--- config.mk ---
export PLATFORM = sky130hd
export DESIGN_NAME = lw_sram
export DESIGN_NICKNAME = d
export VERILOG_FILES = /design/src/rtl/lw_sram_pkg.sv /design/src/rtl/lw_burst_seq.sv /design/src/rtl/lw_ctrl_pipe.sv /design/src/rtl/lw_array.sv /design/src/rtl/lw_read_path.sv /design/src/rtl/lw_sram.sv
export SDC_FILE = /design/constraint.sdc
export NUM_CORES = 1
export LEC_CHECK = 0
export ABC_AREA = 1
export ABC_CLOCK_PERIOD_IN_PS = 2400
export BUFFER_PORTS_ARGS = -buffer_cell sky130_fd_sc_hd__buf_2
export CORE_UTILIZATION = 36
export CTS_CLUSTER_SIZE = 24
export DETAILED_ROUTE_END_ITERATION = 7
export PLACE_DENSITY_LB_ADDON = 0.05
export SLEW_MARGIN = 0
export SYNTH_ARGS = -nofsm -noshare
export SYNTH_HDL_FRONTEND = slang
export SYNTH_SLANG_ARGS = --single-unit
--- constraint.sdc ---
create_clock -name clk -period 2.4 [get_ports clk]
set_input_delay 0 -clock clk [delete_from_list [all_inputs] [get_ports clk]]
set_output_delay 0 -clock clk [all_outputs]
set_load 0.01 [all_outputs]
--- src/rtl/lw_sram_pkg.sv ---
`timescale 1ns/1ps
// Package: shared constants and the burst-offset rule for the late-write SRAM.
package lw_sram_pkg;

    localparam int BEAT_W = 2;

    // Offset of a burst beat: XOR with the beat count for interleaved order,
    // modulo-4 add for linear order.
    function automatic logic [BEAT_W-1:0] beat_offset(
        input logic [BEAT_W-1:0] start,
        input logic [BEAT_W-1:0] beat,
        input logic              ilv
    );
        return ilv ? (start ^ beat) : (start + beat);
    endfunction

endpackage

--- src/rtl/lw_burst_seq.sv ---
`timescale 1ns/1ps
// Module: lw_burst_seq
// Decides per edge whether a cycle is issued and which address and direction
// it uses. A new cycle loads the address; a continue cycle steps the low two
// bits using the package offset rule. Assumes ADDR_W >= 3 and a static ilv_i.
module lw_burst_seq
    import lw_sram_pkg::*;
#(
    parameter int ADDR_W = 6
) (
    input  logic              clk_i,
    input  logic              rst_ni,
    input  logic              sleep_i,
    input  logic              sel_i,
    input  logic              adv_i,
    input  logic              wr_n_i,
    input  logic [ADDR_W-1:0] addr_i,
    input  logic              ilv_i,
    output logic              iss_o,
    output logic              iss_wr_o,
    output logic [ADDR_W-1:0] iss_addr_o
);

    localparam int HI_W = ADDR_W - BEAT_W;

    logic              act_q;
    logic              wr_q;
    logic [HI_W-1:0]   base_q;
    logic [BEAT_W-1:0] start_q;
    logic [BEAT_W-1:0] cnt_q;
    logic [BEAT_W-1:0] last_off_q;

    logic              start_new;
    logic              cont;
    logic [BEAT_W-1:0] cnt_nx;
    logic [BEAT_W-1:0] off_nx;

    // Classify the current edge and form the issued address.
    always_comb begin
        start_new  = !sleep_i && !adv_i && sel_i;
        cont       = !sleep_i && adv_i && act_q;
        cnt_nx     = cnt_q + 1'b1;
        off_nx     = beat_offset(start_q, cnt_nx, ilv_i);
        iss_o      = start_new || cont;
        iss_wr_o   = start_new ? !wr_n_i : wr_q;
        iss_addr_o = start_new ? addr_i : {base_q, off_nx};
    end

    // Hold the burst state: base, start offset, beat count and direction.
    always_ff @(posedge clk_i) begin
        if (!rst_ni) begin
            act_q      <= 1'b0;
            wr_q       <= 1'b0;
            base_q     <= '0;
            start_q    <= '0;
            cnt_q      <= '0;
            last_off_q <= '0;
        end else if (start_new) begin
            act_q      <= 1'b1;
            wr_q       <= !wr_n_i;
            base_q     <= addr_i[ADDR_W-1:BEAT_W];
            start_q    <= addr_i[BEAT_W-1:0];
            cnt_q      <= '0;
            last_off_q <= addr_i[BEAT_W-1:0];
        end else if (cont) begin
            cnt_q      <= cnt_nx;
            last_off_q <= off_nx;
        end else begin
            act_q      <= 1'b0;
        end
    end

    p_new_loads_r1: assert property (@(posedge clk_i) disable iff (!rst_ni)
        start_new |=> act_q && cnt_q == '0 && last_off_q == $past(addr_i[BEAT_W-1:0]));

    p_lin_step_r7: assert property (@(posedge clk_i) disable iff (!rst_ni)
        (cont && !ilv_i) |=> last_off_q == BEAT_W'($past(last_off_q) + 1'b1));

    p_ilv_step_r8: assert property (@(posedge clk_i) disable iff (!rst_ni)
        (cont && ilv_i) |=> (last_off_q ^ start_q) == cnt_q);

    p_sleep_blocks_r10: assert property (@(posedge clk_i) disable iff (!rst_ni)
        sleep_i |=> !act_q);

endmodule

--- src/rtl/lw_ctrl_pipe.sv ---
`timescale 1ns/1ps
// Module: lw_ctrl_pipe
// Carries issued cycles through one stage (flow-through) or two stages
// (pipelined) so the array write lines up with the late write data, and flags
// lanes of a waiting write that a newer read must take from the data bus.
// Assumes flow_i changes only across a reset.
module lw_ctrl_pipe #(
    parameter int ADDR_W = 6,
    parameter int NBYTES = 2
) (
    input  logic              clk_i,
    input  logic              rst_ni,
    input  logic              flow_i,
    input  logic              sleep_i,
    input  logic              iss_i,
    input  logic              iss_wr_i,
    input  logic [ADDR_W-1:0] iss_addr_i,
    input  logic [NBYTES-1:0] lane_wr_n_i,
    output logic              s1_rd_o,
    output logic [ADDR_W-1:0] rd_addr_o,
    output logic              we_o,
    output logic [ADDR_W-1:0] wa_o,
    output logic [NBYTES-1:0] wbe_o,
    output logic [NBYTES-1:0] fwd_be_o
);

    logic              s1_v_q;
    logic              s1_wr_q;
    logic [ADDR_W-1:0] s1_addr_q;
    logic [NBYTES-1:0] s1_be_q;
    logic              s2_wr_q;
    logic [ADDR_W-1:0] s2_addr_q;
    logic [NBYTES-1:0] s2_be_q;

    // Advance the issued cycle through the address stages.
    always_ff @(posedge clk_i) begin
        if (!rst_ni) begin
            s1_v_q    <= 1'b0;
            s1_wr_q   <= 1'b0;
            s1_addr_q <= '0;
            s1_be_q   <= '0;
            s2_wr_q   <= 1'b0;
            s2_addr_q <= '0;
            s2_be_q   <= '0;
        end else begin
            s1_v_q    <= iss_i;
            s1_wr_q   <= iss_i && iss_wr_i;
            s1_addr_q <= iss_addr_i;
            s1_be_q   <= ~lane_wr_n_i;
            s2_wr_q   <= !flow_i && s1_wr_q;
            s2_addr_q <= s1_addr_q;
            s2_be_q   <= s1_be_q;
        end
    end

    // Pick the stage whose write commits at the next edge; find forwarded lanes.
    always_comb begin
        s1_rd_o   = s1_v_q && !s1_wr_q;
        rd_addr_o = s1_addr_q;
        we_o      = !sleep_i && (flow_i ? s1_wr_q : s2_wr_q);
        wa_o      = flow_i ? s1_addr_q : s2_addr_q;
        wbe_o     = flow_i ? s1_be_q : s2_be_q;
        fwd_be_o  = (!flow_i && !sleep_i && s2_wr_q && s1_rd_o && s2_addr_q == s1_addr_q)
                    ? s2_be_q : '0;
    end

    p_flow_one_stage_r4: assert property (@(posedge clk_i) disable iff (!rst_ni)
        (flow_i && $past(flow_i)) |-> !s2_wr_q);

    p_wr_latency_r4: assert property (@(posedge clk_i) disable iff (!rst_ni)
        we_o |-> (flow_i ? $past(iss_i && iss_wr_i) : $past(iss_i && iss_wr_i, 2)));

endmodule

--- src/rtl/lw_array.sv ---
`timescale 1ns/1ps
// Module: lw_array
// Register storage split into one bank per byte lane. Write is synchronous
// with per-lane enables; read is combinational. Contents have no reset.
module lw_array #(
    parameter int ADDR_W = 6,
    parameter int NBYTES = 2,
    parameter int BYTE_W = 9
) (
    input  logic                     clk_i,
    input  logic                     we_i,
    input  logic [ADDR_W-1:0]        wa_i,
    input  logic [NBYTES-1:0]        wbe_i,
    input  logic [NBYTES*BYTE_W-1:0] wd_i,
    input  logic [ADDR_W-1:0]        ra_i,
    output logic [NBYTES*BYTE_W-1:0] rd_o
);

    localparam int DEPTH = 1 << ADDR_W;

    for (genvar g = 0; g < NBYTES; g++) begin : g_lane
        logic [BYTE_W-1:0] bank [DEPTH];

        // Store this lane when the write is enabled for it.
        always_ff @(posedge clk_i) begin
            if (we_i && wbe_i[g]) begin
                bank[wa_i] <= wd_i[g*BYTE_W +: BYTE_W];
            end
        end

        assign rd_o[g*BYTE_W +: BYTE_W] = bank[ra_i];
    end

endmodule

--- src/rtl/lw_read_path.sv ---
`timescale 1ns/1ps
// Module: lw_read_path
// Forms read data: in pipelined mode it merges forwarded write lanes into the
// array word and registers the result; in flow-through mode it passes the
// array word straight on. Output enable and sleep gate the drive directly.
module lw_read_path #(
    parameter int NBYTES = 2,
    parameter int BYTE_W = 9
) (
    input  logic                     clk_i,
    input  logic                     rst_ni,
    input  logic                     flow_i,
    input  logic                     s1_rd_i,
    input  logic [NBYTES*BYTE_W-1:0] arr_q_i,
    input  logic [NBYTES*BYTE_W-1:0] wd_i,
    input  logic [NBYTES-1:0]        fwd_be_i,
    input  logic                     oe_ni,
    input  logic                     sleep_i,
    output logic [NBYTES*BYTE_W-1:0] q_o,
    output logic                     q_en_o
);

    localparam int DW = NBYTES * BYTE_W;

    logic [DW-1:0] merged;
    logic [DW-1:0] q_reg_q;
    logic          qv_q;
    logic [DW-1:0] data_sel;
    logic          vld;

    for (genvar g = 0; g < NBYTES; g++) begin : g_merge
        assign merged[g*BYTE_W +: BYTE_W] = fwd_be_i[g] ? wd_i[g*BYTE_W +: BYTE_W]
                                                        : arr_q_i[g*BYTE_W +: BYTE_W];
    end

    // Output register for pipelined reads.
    always_ff @(posedge clk_i) begin
        if (!rst_ni) begin
            qv_q    <= 1'b0;
            q_reg_q <= '0;
        end else begin
            qv_q    <= s1_rd_i && !flow_i;
            q_reg_q <= merged;
        end
    end

    // Select the timing variant and apply the asynchronous gates.
    always_comb begin
        data_sel = flow_i ? arr_q_i : q_reg_q;
        vld      = flow_i ? s1_rd_i : qv_q;
        q_en_o   = vld && !oe_ni && !sleep_i;
        q_o      = q_en_o ? data_sel : '0;
    end

    p_pipe_latency_r2: assert property (@(posedge clk_i) disable iff (!rst_ni)
        (!flow_i && s1_rd_i) |=> qv_q);

    p_flow_no_reg_r3: assert property (@(posedge clk_i) disable iff (!rst_ni)
        (flow_i && $past(flow_i)) |-> !qv_q);

    p_fwd_only_pipe_r6: assert property (@(posedge clk_i) disable iff (!rst_ni)
        (|fwd_be_i) |-> (!flow_i && s1_rd_i));

endmodule

--- src/rtl/lw_sram.sv ---
`timescale 1ns/1ps
// Module: lw_sram (top)
// Synchronous late-write SRAM: burst sequencer, address pipeline, lane-banked
// storage and read path. Assumes flow_mode changes only across a reset and
// that write data arrives on the edge the selected mode sets for it.
module lw_sram #(
    parameter int ADDR_W = 6,
    parameter int NBYTES = 2,
    parameter int BYTE_W = 9
) (
    input  logic                     clk,
    input  logic                     rst_n,
    input  logic                     flow_mode,
    input  logic                     burst_ilv,
    input  logic                     sel_a_n,
    input  logic                     sel_b,
    input  logic                     sel_c_n,
    input  logic                     burst_next,
    input  logic                     wr_n,
    input  logic [NBYTES-1:0]        lane_wr_n,
    input  logic [ADDR_W-1:0]        addr,
    input  logic [NBYTES*BYTE_W-1:0] wdata,
    input  logic                     oe_n,
    input  logic                     sleep,
    output logic [NBYTES*BYTE_W-1:0] rdata,
    output logic                     rdata_drv
);

    localparam int DW = NBYTES * BYTE_W;

    logic              sel_all;
    logic              iss;
    logic              iss_wr;
    logic [ADDR_W-1:0] iss_addr;
    logic              s1_rd;
    logic [ADDR_W-1:0] rd_addr;
    logic              arr_we;
    logic [ADDR_W-1:0] arr_wa;
    logic [NBYTES-1:0] arr_wbe;
    logic [NBYTES-1:0] fwd_be;
    logic [DW-1:0]     arr_q;

    assign sel_all = !sel_a_n && sel_b && !sel_c_n;

    lw_burst_seq #(.ADDR_W(ADDR_W)) u_seq (
        .clk_i      (clk),
        .rst_ni     (rst_n),
        .sleep_i    (sleep),
        .sel_i      (sel_all),
        .adv_i      (burst_next),
        .wr_n_i     (wr_n),
        .addr_i     (addr),
        .ilv_i      (burst_ilv),
        .iss_o      (iss),
        .iss_wr_o   (iss_wr),
        .iss_addr_o (iss_addr)
    );

    lw_ctrl_pipe #(.ADDR_W(ADDR_W), .NBYTES(NBYTES)) u_pipe (
        .clk_i       (clk),
        .rst_ni      (rst_n),
        .flow_i      (flow_mode),
        .sleep_i     (sleep),
        .iss_i       (iss),
        .iss_wr_i    (iss_wr),
        .iss_addr_i  (iss_addr),
        .lane_wr_n_i (lane_wr_n),
        .s1_rd_o     (s1_rd),
        .rd_addr_o   (rd_addr),
        .we_o        (arr_we),
        .wa_o        (arr_wa),
        .wbe_o       (arr_wbe),
        .fwd_be_o    (fwd_be)
    );

    lw_array #(.ADDR_W(ADDR_W), .NBYTES(NBYTES), .BYTE_W(BYTE_W)) u_arr (
        .clk_i (clk),
        .we_i  (arr_we),
        .wa_i  (arr_wa),
        .wbe_i (arr_wbe),
        .wd_i  (wdata),
        .ra_i  (rd_addr),
        .rd_o  (arr_q)
    );

    lw_read_path #(.NBYTES(NBYTES), .BYTE_W(BYTE_W)) u_rd (
        .clk_i    (clk),
        .rst_ni   (rst_n),
        .flow_i   (flow_mode),
        .s1_rd_i  (s1_rd),
        .arr_q_i  (arr_q),
        .wd_i     (wdata),
        .fwd_be_i (fwd_be),
        .oe_ni    (oe_n),
        .sleep_i  (sleep),
        .q_o      (rdata),
        .q_en_o   (rdata_drv)
    );

    p_oe_gates_r9: assert property (@(posedge clk) disable iff (!rst_n)
        oe_n |-> !rdata_drv);

    p_sleep_no_write_r10: assert property (@(posedge clk) disable iff (!rst_n)
        sleep |-> (!arr_we && !rdata_drv));

    p_issue_needs_sel_r1: assert property (@(posedge clk) disable iff (!rst_n)
        (iss && !burst_next) |-> sel_all);

endmodule

; ---- Yosys cells after proc, flatten, opt, wreduce, memory -nomap -nowiden
; Memories as Yosys holds them, arrays and structs flattened. A register that Yosys moved wholly into a read port is not among the register bits.
; Cells that the tools add are included.
[word_totals]
reg_bits = 48
mem_bits_rw = 1152
in_bits = 37
output_inout_bits = 19
word_cells = 72
n_memories = 2
[memory_table]
columns = name, depth, word_bits, read_ports, rd_clocked_by_memory_dff, wr, line_no
row1 = u_arr.g_lane[0].bank, 64, 9, 1, 1, 1, lw_array.sv:22  ; logic [BYTE_W-1:0] bank [DEPTH];
row2 = u_arr.g_lane[1].bank, 64, 9, 1, 1, 1, lw_array.sv:22
[op_classes]
n_addsub = 2
n_eq_ne = 2
mux = 20
bitwise = 3
reduce_logical = 29
[ops]
columns = op, count
row1 = 18-bit two-way mux, 2
row2 = 6-bit two-way mux, 4
row3 = 1-bit logical AND, 19
row4 = 9-bit two-way mux, 2
row5 = 1-bit two-way mux, 9
row6 = 1-bit logical NOT, 8
row7 = 6-bit equality test, 1
row8 = 2-bit two-way mux, 3
row9 = 2-bit by 1-bit adder with 2-bit output (second input constant), 1
row10 = 2-bit adder, 1
row11 = 2-bit by 1-bit inequality test with 1-bit output (second input constant), 1
row12 = 2-bit NOT, 1
row13 = 2-bit OR reduction, 1
row14 = 2-bit XOR, 1
row15 = 1-bit logical OR, 1
row16 = 1-bit NOT, 1

; ---- Logic depth before layout (Yosys ltp)
; Gate-level depths: netlist of run 1.
[logic_depth]
ltp_word = 7
ltp_mapped = 14
ltp_nobuf = 11

; ---- By module
; From an unflattened synthesis of run 1, not the netlist that was laid out.
[unflattened]
cells_unflattened = 4419
area_unflattened_um2 = 49891.6
[modules_own_cells]
columns = mod, instances, cells_per_inst, area_each_um2, seq_area_each_um2
row1 = lw_array, 1, 4023, 47441.8, 34593.2
row2 = lw_read_path, 1, 201, 1142.3, 380.4
row3 = lw_ctrl_pipe, 1, 115, 777.0, 380.4
row4 = lw_burst_seq, 1, 77, 516.7, 200.2
row5 = lw_sram, 1, 3, 13.8, 0.0

; ---- Worst setup path before layout of run 1
; OpenSTA, ideal clock, no wires.
[synth_timing]
path_type = register -> register
from = reg u_pipe.s1_addr_q[1] (netlist: u_pipe.rd_addr_o[1])
to = mem u_arr.g_lane[0].bank[51][0], enable pin
setup_ns = 0.374
arrival_ns = 1.669
required_time_ns = 2.026
setup_slack_ns = 0.356
stages_incl_launch_ff = 11
n_path_buf = 2
synth_period_minus_slack_ns = 2.044
cell_sequence = dfxtp_1 -> inv_2 -> buf_2 -> buf_4 -> nand2_1 -> o21ai_1 -> inv_1 -> nand2_1 -> nor2_2 -> nand2_1 -> nor2_1
[synth_between]
elab_chain_cells = 1
[synth_rtl]
columns = item, line_no
row1 = start: declaration, lw_ctrl_pipe.sv:29  ; logic [ADDR_W-1:0] s1_addr_q;
row2 = start signal: assignment, lw_ctrl_pipe.sv:48  ; s1_addr_q <= iss_addr_i;
row3 = 6-bit two-way mux, lw_ctrl_pipe.sv:61  ; wa_o = flow_i ? s1_addr_q : s2_addr_q;
row4 = end: declaration, lw_array.sv:22
; No other way between the ends.

==> flow_metrics.py, run 1 <==
metrics = {
    "outcome": {
        "outcome": "finished with violations",
        "violations": "setup timing",
    },
    "sta": {
        "setup_viol": 18,
        "fin_crit_sh": 1.249,
        "whs_ns": 0.1440,
        "tightest_slew_ns": 0.9401,
        "finClkSkew_ns": 0.02956,
        "fin_ws_ns": -0.5967,
        "rsz0062_at_grt": "true",
        "clock.fmax_mhz": 333.7,
        "tns_ns": -9.633,
        "max_slew_margin": 0.3733,
        "timing_hold_violations_final": 0,
        "period_needed_ns": 2.997,
        "maxSlewViolCount": 0,
    },
    "setup_path": {
        "critPathLaunchType": "register",
        "critPathMaxFanout": 19,
        "cp-end-kind": "primary output",
        "required_ns": 2.40,
        "cp.arrival_ns": 3.00,
        "crit_type": "reg2out",
    },
    "grt": {
        "antenna_found_initial": 5,
        "track_usage": 0.2289,
        "grt_pass1_wl_um": 234200,
        "grt-ovfl-total": 0,
        "grt_pass1_vias": 33390,
        "grt_max_degree": 75,
    },
    "floorplan": {
        "io_pins": 56,
        "die_y_um": 373.7,
        "rows": 136,
        "initial_core_util": 0.3622,
        "dieWidth_um": 373.7,
        "fp.coreArea_um2": 137300,
        "dieArea_um2": 139700,
    },
    "clock_tree": {
        "cts_buffer_depth": 3,
        "cts_buffers": 140,
        "clock-root-buffer": "clkbuf_16",
        "cts_max_level": 4,
        "cts_num_sinks": 1200,
        "cts_tree": "done",
        "path_clk_slew_ns": 0.06,
        "insertion_delay_ns": 0.78,
    },
    "route": {
        "via_count": 34210,
        "drc_errors": 0,
        "avgRoutedWirePerCell_um": 24.12,
        "drt_iter0_markers": 2908,
        "postRouteAntennaNets": 0,
        "drt_pass1_iterations": 6,
        "viasPerCell": 5.077,
        "routed_wl_um": 162500,
    },
    "pwr": {
        "p_int_mw": 36.68,
        "pwr-share-clk": 0.447,
        "power.switching_mw": 10.67,
        "pwr-share-comb": 0.068,
        "p_per_area_nw_per_um2": 765.4,
        "ir_drop_mv": 0.6854,
        "switching_share": 0.2254,
        "power.leakage_nw": 23.09,
        "seqPwrFrac": 0.485,
    },
    "place": {
        "dp.cells": 6378,
        "dp_hpwl_um": 98350,
        "gp_congestion": 0.8144,
        "io_buffers": 55,
    },
    "finish": {
        "drive_above_1_share": 0.1759,
        "utilization": 0.4505,
        "nNetsFinal": 4867,
        "area_growth_pct": 24.38,
        "layout_commonest_cell": "nand2_1",
        "stdcell_count": 6738,
        "final_cell_mix": "nand2_1, edfxtp_1, nand3_1",
    },
    "flow_run": {
        "cap_violations": 0,
    },
    "synthesis": {
        "yosysSeqAreaShare": 0.7148,
        "ys.warnings.count": 0,
        "synth_flop_cell": "edfxtp_1",
        "syn-mean-instance-area_um2": 11.22,
        "synth.distinct_cells": 29,
        "synth_fp_nets": 4472,
        "netlist_area_um2": 49740,
        "ys_seq_elements": 1200,
        "synth_edf_count": 1152,
        "syn-instance-count": 4434,
        "async_flop_share": 0,
    },
    "worst_hold_path": {
        "hold_class": "in2reg",
    },
}
-- cells in the mapped netlist, types with 14 or more instances --
| cell | instances | share of area |
|---|---|---|
| buf_1 | 43 | 0.0032 |
| buf_2 | 107 | 0.011 |
| buf_4 | 36 | 0.0054 |
| buf_6 | 40 | 0.0091 |
| clkbuf_1 | 52 | 0.0039 |
| dfxtp_1 | 48 | 0.019 |
| edfxtp_1 | 1152 | 0.70 |
| inv_1 | 76 | 0.0057 |
| nand2_1 | 1601 | 0.12 |
| nand3_1 | 1014 | 0.10 |
| nand3b_1 | 18 | 0.0027 |
| nor2_1 | 189 | 0.014 |
| nor2_2 | 14 | 0.0018 |
-- final timing paths --
| check | startpoint | endpoint | slack [ns] | depth (start not counted) |
|---|---|---|---|---|
| worst min-delay path | sel_b | u_seq.cnt_q[1] | 0.14 | 6 |
| worst min register to register | u_pipe.s1_be_q[0] | u_pipe.s2_be_q[0] | 0.45 | 2 |
| worst max-delay path | u_pipe.rd_addr_o[0] | rdata[3] | -0.60 | 14 |
| worst max register to register | u_pipe.rd_addr_o[0] | u_arr.g_lane[0].bank[56][8] | 0.16 | 10 |
-- registers in the layout, indices dropped and copies added (netlist names) --
signal	cells
u_seq.act_q	1
u_seq.wr_q	1
u_seq.base_q	4
u_pipe.s2_be_q	2
u_rd.qv_q	1
u_seq.cnt_q	2
u_pipe.s1_be_q	2
u_pipe.rd_addr_o	6
u_pipe.s1_v_q	1
u_pipe.s1_wr_q	1
u_pipe.s2_wr_q	1
u_arr.g_lane.bank	1152
u_seq.start_q	2
u_rd.q_reg_q	18
u_pipe.s2_addr_q	6
-- cells by family after synthesis --
kind of cell | synth area share
and+or+nand+nor | 0.2427
DFF | 0.7148
xor gates and xnor gates | 0.0007045
AOI/OAI and AO/OA | 0.002491
buffers and inverters | 0.03907
adders and majority gates | 0.0002515
-- worst max-delay path: stages (launching register included) --
cell and delay, ns:
dfxtp_4 0.44, buf_12 0.19, buf_16 0.19, buf_12 0.18
nand2_1 0.06, nand3_1 0.07, nand3_1 0.14, nand2_1 0.11
nand2_1 0.12, nand3_1 0.18, nand3_1 0.11, nand3_1 0.12
nand2_1 0.05, inv_1 0.09, buf_2 0.14
-- stage by stage --
stage	power, mW	worst slack, ns	cell area, um^2
final	47.35	-0.5967	61860
after global routing	48.82	-0.7147	61860
after CTS	47.67	-0.6910	61050
after detailed placement	26.15	-0.1780	54820
after global placement	26.15	-0.1821	54820
after floorplan	24.82	0.3564	49740
-- power by group through the flow --
stage | Combinational [mW] | Clock (mW) | Sequential (mW)
after CTS | 3.09 | 21.6 | 23.0
after floorplan | 1.40 | 0 | 23.4
after global placement | 2.74 | 0 | 23.4
final | 3.22 | 21.2 | 23.0
after detailed placement | 2.73 | 0 | 23.4
after global routing | 3.50 | 22.3 | 23.0
-- cell type report --
class	count	area, um^2
diodes	3	7.507
clock buffers	190	3879
clock inverters	64	624.3
fillers	12650	75460
inverters	84	342.8
multi-input cells	2871	12980
flip-flops and latches	1200	35570
well taps	1794	2245
repair buffers	532	6217
-- per-layer routing --
layer / wire (um) / global-route usage / share of wire
met3: 7507 / 0.03724 / 0.046
met2: 76000 / 0.3649 / 0.47
met1: 74740 / 0.3193 / 0.46
met5: 0 / 0 / 0
met4: 4235 / 0.07190 / 0.026
-- timing repair --
| item | CTS | global route |
|---|---|---|
| hold endpoints to repair | 856 | 0 |
| gates cloned | 16 | 12 |
| hold buffers | 51 | 0 |
| endpoints found under the setup margin | 18 | 93 |
| buffers inserted | 17 | 9 |
| gates resized for setup | 138 | 111 |
| pin swaps | 18 | 10 |
Note: power is estimated with default switching activity, not from simulation.
==> run 2, diff against run 1 <==
- ABC_CLOCK_PERIOD_IN_PS: 2400 -> 2500
- clock period: 2.4 -> 2.5 ns (I/O delays scaled with it)
==> run 2 against run 1 <==
Against the previous run: the flow still finishes with violations (setup timing); clock power is 7% lower; combinational power down 3%; power decreased by 5.1%; first-iteration DRC count decreased by 12%; via count is 1.7% lower; die area did not move.
==> flow_metrics.py, run 2 (synthesized netlist as in run 1, its figures left out) <==
metrics = {
    "place": {
        "dpl-instance-area_um2": 54250,
        "gp_congestion": 0.7982,
        "dp_hpwl_um": 93790,
        "io_buffers": 55,
    },
    "floorplan": {
        "io_pins": 56,
        "die_y_um": 373.7,
        "dieArea_um2": 139700,
        "fp.coreArea_um2": 137300,
        "dieWidth_um": 373.7,
        "rows": 136,
        "initial_core_util": 0.3622,
    },
    "route": {
        "via_count": 33610,
        "drc_errors": 0,
        "postRouteAntennaNets": 0,
        "avgRoutedWirePerCell_um": 23.56,
        "viasPerCell": 5.032,
        "routed_wl_um": 157400,
        "drt_pass1_iterations": 5,
        "drt_iter0_markers": 2562,
    },
    "sta": {
        "max_slew_margin": 0.4088,
        "whs_ns": 0.1281,
        "maxSlewViolCount": 0,
        "tightest_slew_ns": 0.8868,
        "setup_viol": 18,
        "tns_ns": -7.807,
        "timing_hold_violations_final": 0,
        "rsz0062_at_grt": "true",
        "fin_crit_sh": 1.196,
        "finClkSkew_ns": 0.02517,
        "period_needed_ns": 2.991,
        "fin_ws_ns": -0.4912,
        "clock.fmax_mhz": 334.3,
    },
    "setup_path": {
        "cp-end-kind": "primary output",
        "reg2regPathDepth": 8,
        "critPathLaunchType": "register",
        "reg2reg_slack_ns": 0.16,
        "r2r-end": "u_arr.g_lane[0].bank[41][2]",
        "cp.arrival_ns": 2.99,
        "required_ns": 2.50,
        "crit_type": "reg2out",
        "critPathMaxFanout": 7,
        "r2r-start": "u_pipe.rd_addr_o[0]",
    },
    "finish": {
        "drive_above_1_share": 0.1643,
        "final_design_area_no_fill_um2": 61500,
        "top_register": "u_arr.g_lane.bank",
        "nNetsFinal": 4812,
        "fillers": 12680,
        "area_growth_pct": 23.65,
        "largest_reg_flops": 1152,
        "final_cell_mix": "nand2_1, edfxtp_1, nand3_1",
        "layout_commonest_cell": "nand2_1",
        "largest_registers": "u_arr.g_lane.bank (1152), u_rd.q_reg_q (18)",
    },
    "clock_tree": {
        "cts_num_sinks": 1200,
        "cts_tree": "done",
        "insertion_delay_ns": 0.77,
        "cts_buffer_depth": 3,
        "cts_max_level": 4,
        "cts_buffers": 138,
        "clock-root-buffer": "clkbuf_16",
        "path_clk_slew_ns": 0.06,
    },
    "worst_hold_path": {
        "hold_class": "in2reg",
        "worstHoldStart": "wdata[7]",
        "min_to": "u_arr.g_lane[0].bank[24][7]",
        "hold_depth": 2,
    },
    "grt": {
        "grt_pass1_wl_um": 228100,
        "track_usage": 0.2236,
        "grt-ovfl-total": 0,
        "grt_max_degree": 85,
        "antenna_found_initial": 4,
        "grt_pass1_vias": 32380,
    },
    "outcome": {
        "violations": "setup timing",
        "outcome": "finished with violations",
    },
    "pwr": {
        "total_power_mw": 44.92,
        "p_per_area_nw_per_um2": 730.3,
        "power.leakage_nw": 22.91,
        "ir_drop_mv": 0.7798,
    },
    "flow_run": {
        "cap_violations": 0,
    },
}
## run 2: power by group
part	switching [mW]	internal [mW]
clock network	8.12	11.6
registers	0.0188	22.0
logic	2.00	1.11
## run 2: routing by layer
metal / share of wire / vias up / track usage
li1: - / 16090 / -
met1: 0.46 / 16620 / 0.3119
met2: 0.48 / 715 / 0.3642
met3: 0.041 / 186 / 0.02983
met4: 0.023 / 0 / 0.06421
met5: 0 / - / 0
## run 2: worst max-delay path by stage
| stage | from | slack (ns) | to | cells after the start |
|---|---|---|---|---|
| floorplan | u_pipe.rd_addr_o[1] | 0.46 | u_arr.g_lane[0].bank[51][0] | 10 |
| global placement | flow_mode | -0.07 | u_arr.g_lane[0].bank[41][2] | 8 |
| detailed placement | flow_mode | -0.18 | u_arr.g_lane[0].bank[41][2] | 8 |
| CTS | u_pipe.rd_addr_o[0] | -0.52 | rdata[14] | 16 |
| global route | u_pipe.rd_addr_o[0] | -0.60 | rdata[2] | 15 |
| finish | u_pipe.rd_addr_o[0] | -0.49 | rdata[14] | 16 |
## run 2: what timing repair did
action,in CTS,in global routing
pin swaps,42,24
resized for setup,214,66
endpoints found under the setup margin,27,86
endpoints found under the hold margin,767,0
setup buffers,14,5
cloned,30,5
hold buffers,48,0
## run 2: worst max-delay path, cell delays in order (launching register included)
cell     delay [ns]
dfxtp_4        0.45
buf_12         0.16
buf_16         0.16
buf_12         0.13
buf_16         0.12
nand2_1        0.05
nand3_1        0.09
nand3_1        0.09
nand2_2        0.11
nand2_1        0.10
nand3_1        0.13
nand3_2        0.09
buf_6          0.16
nand3_1        0.10
nand2_2        0.09
inv_2          0.07
buf_4          0.13
## run 2: per-stage QoR
step / worst slack (ns) / utilization / cells
floorplan: 0.4564 / - / 4434
global placement: -0.07453 / 0.3950 / 6327
detailed placement: -0.1818 / 0.3950 / 6327
CTS: -0.5216 / 0.4445 / 6665
global route: -0.6022 / 0.4478 / 6675
finish: -0.4912 / 0.4479 / 6680
## run 2: area by class of cell
type	instances	area, um^2	area share
antenna	5	12.51	0.0002034
clock buffer	183	3780	0.06146
clock inverter	64	571.8	0.009297
inverter	84	347.8	0.005656
multi-input combinational	2871	12990	0.2112
sequential	1200	35570	0.5784
tap	1794	2245	0.03650
timing repair buffer	478	5969	0.09706
timing repair inverter	1	16.27	0.0002645
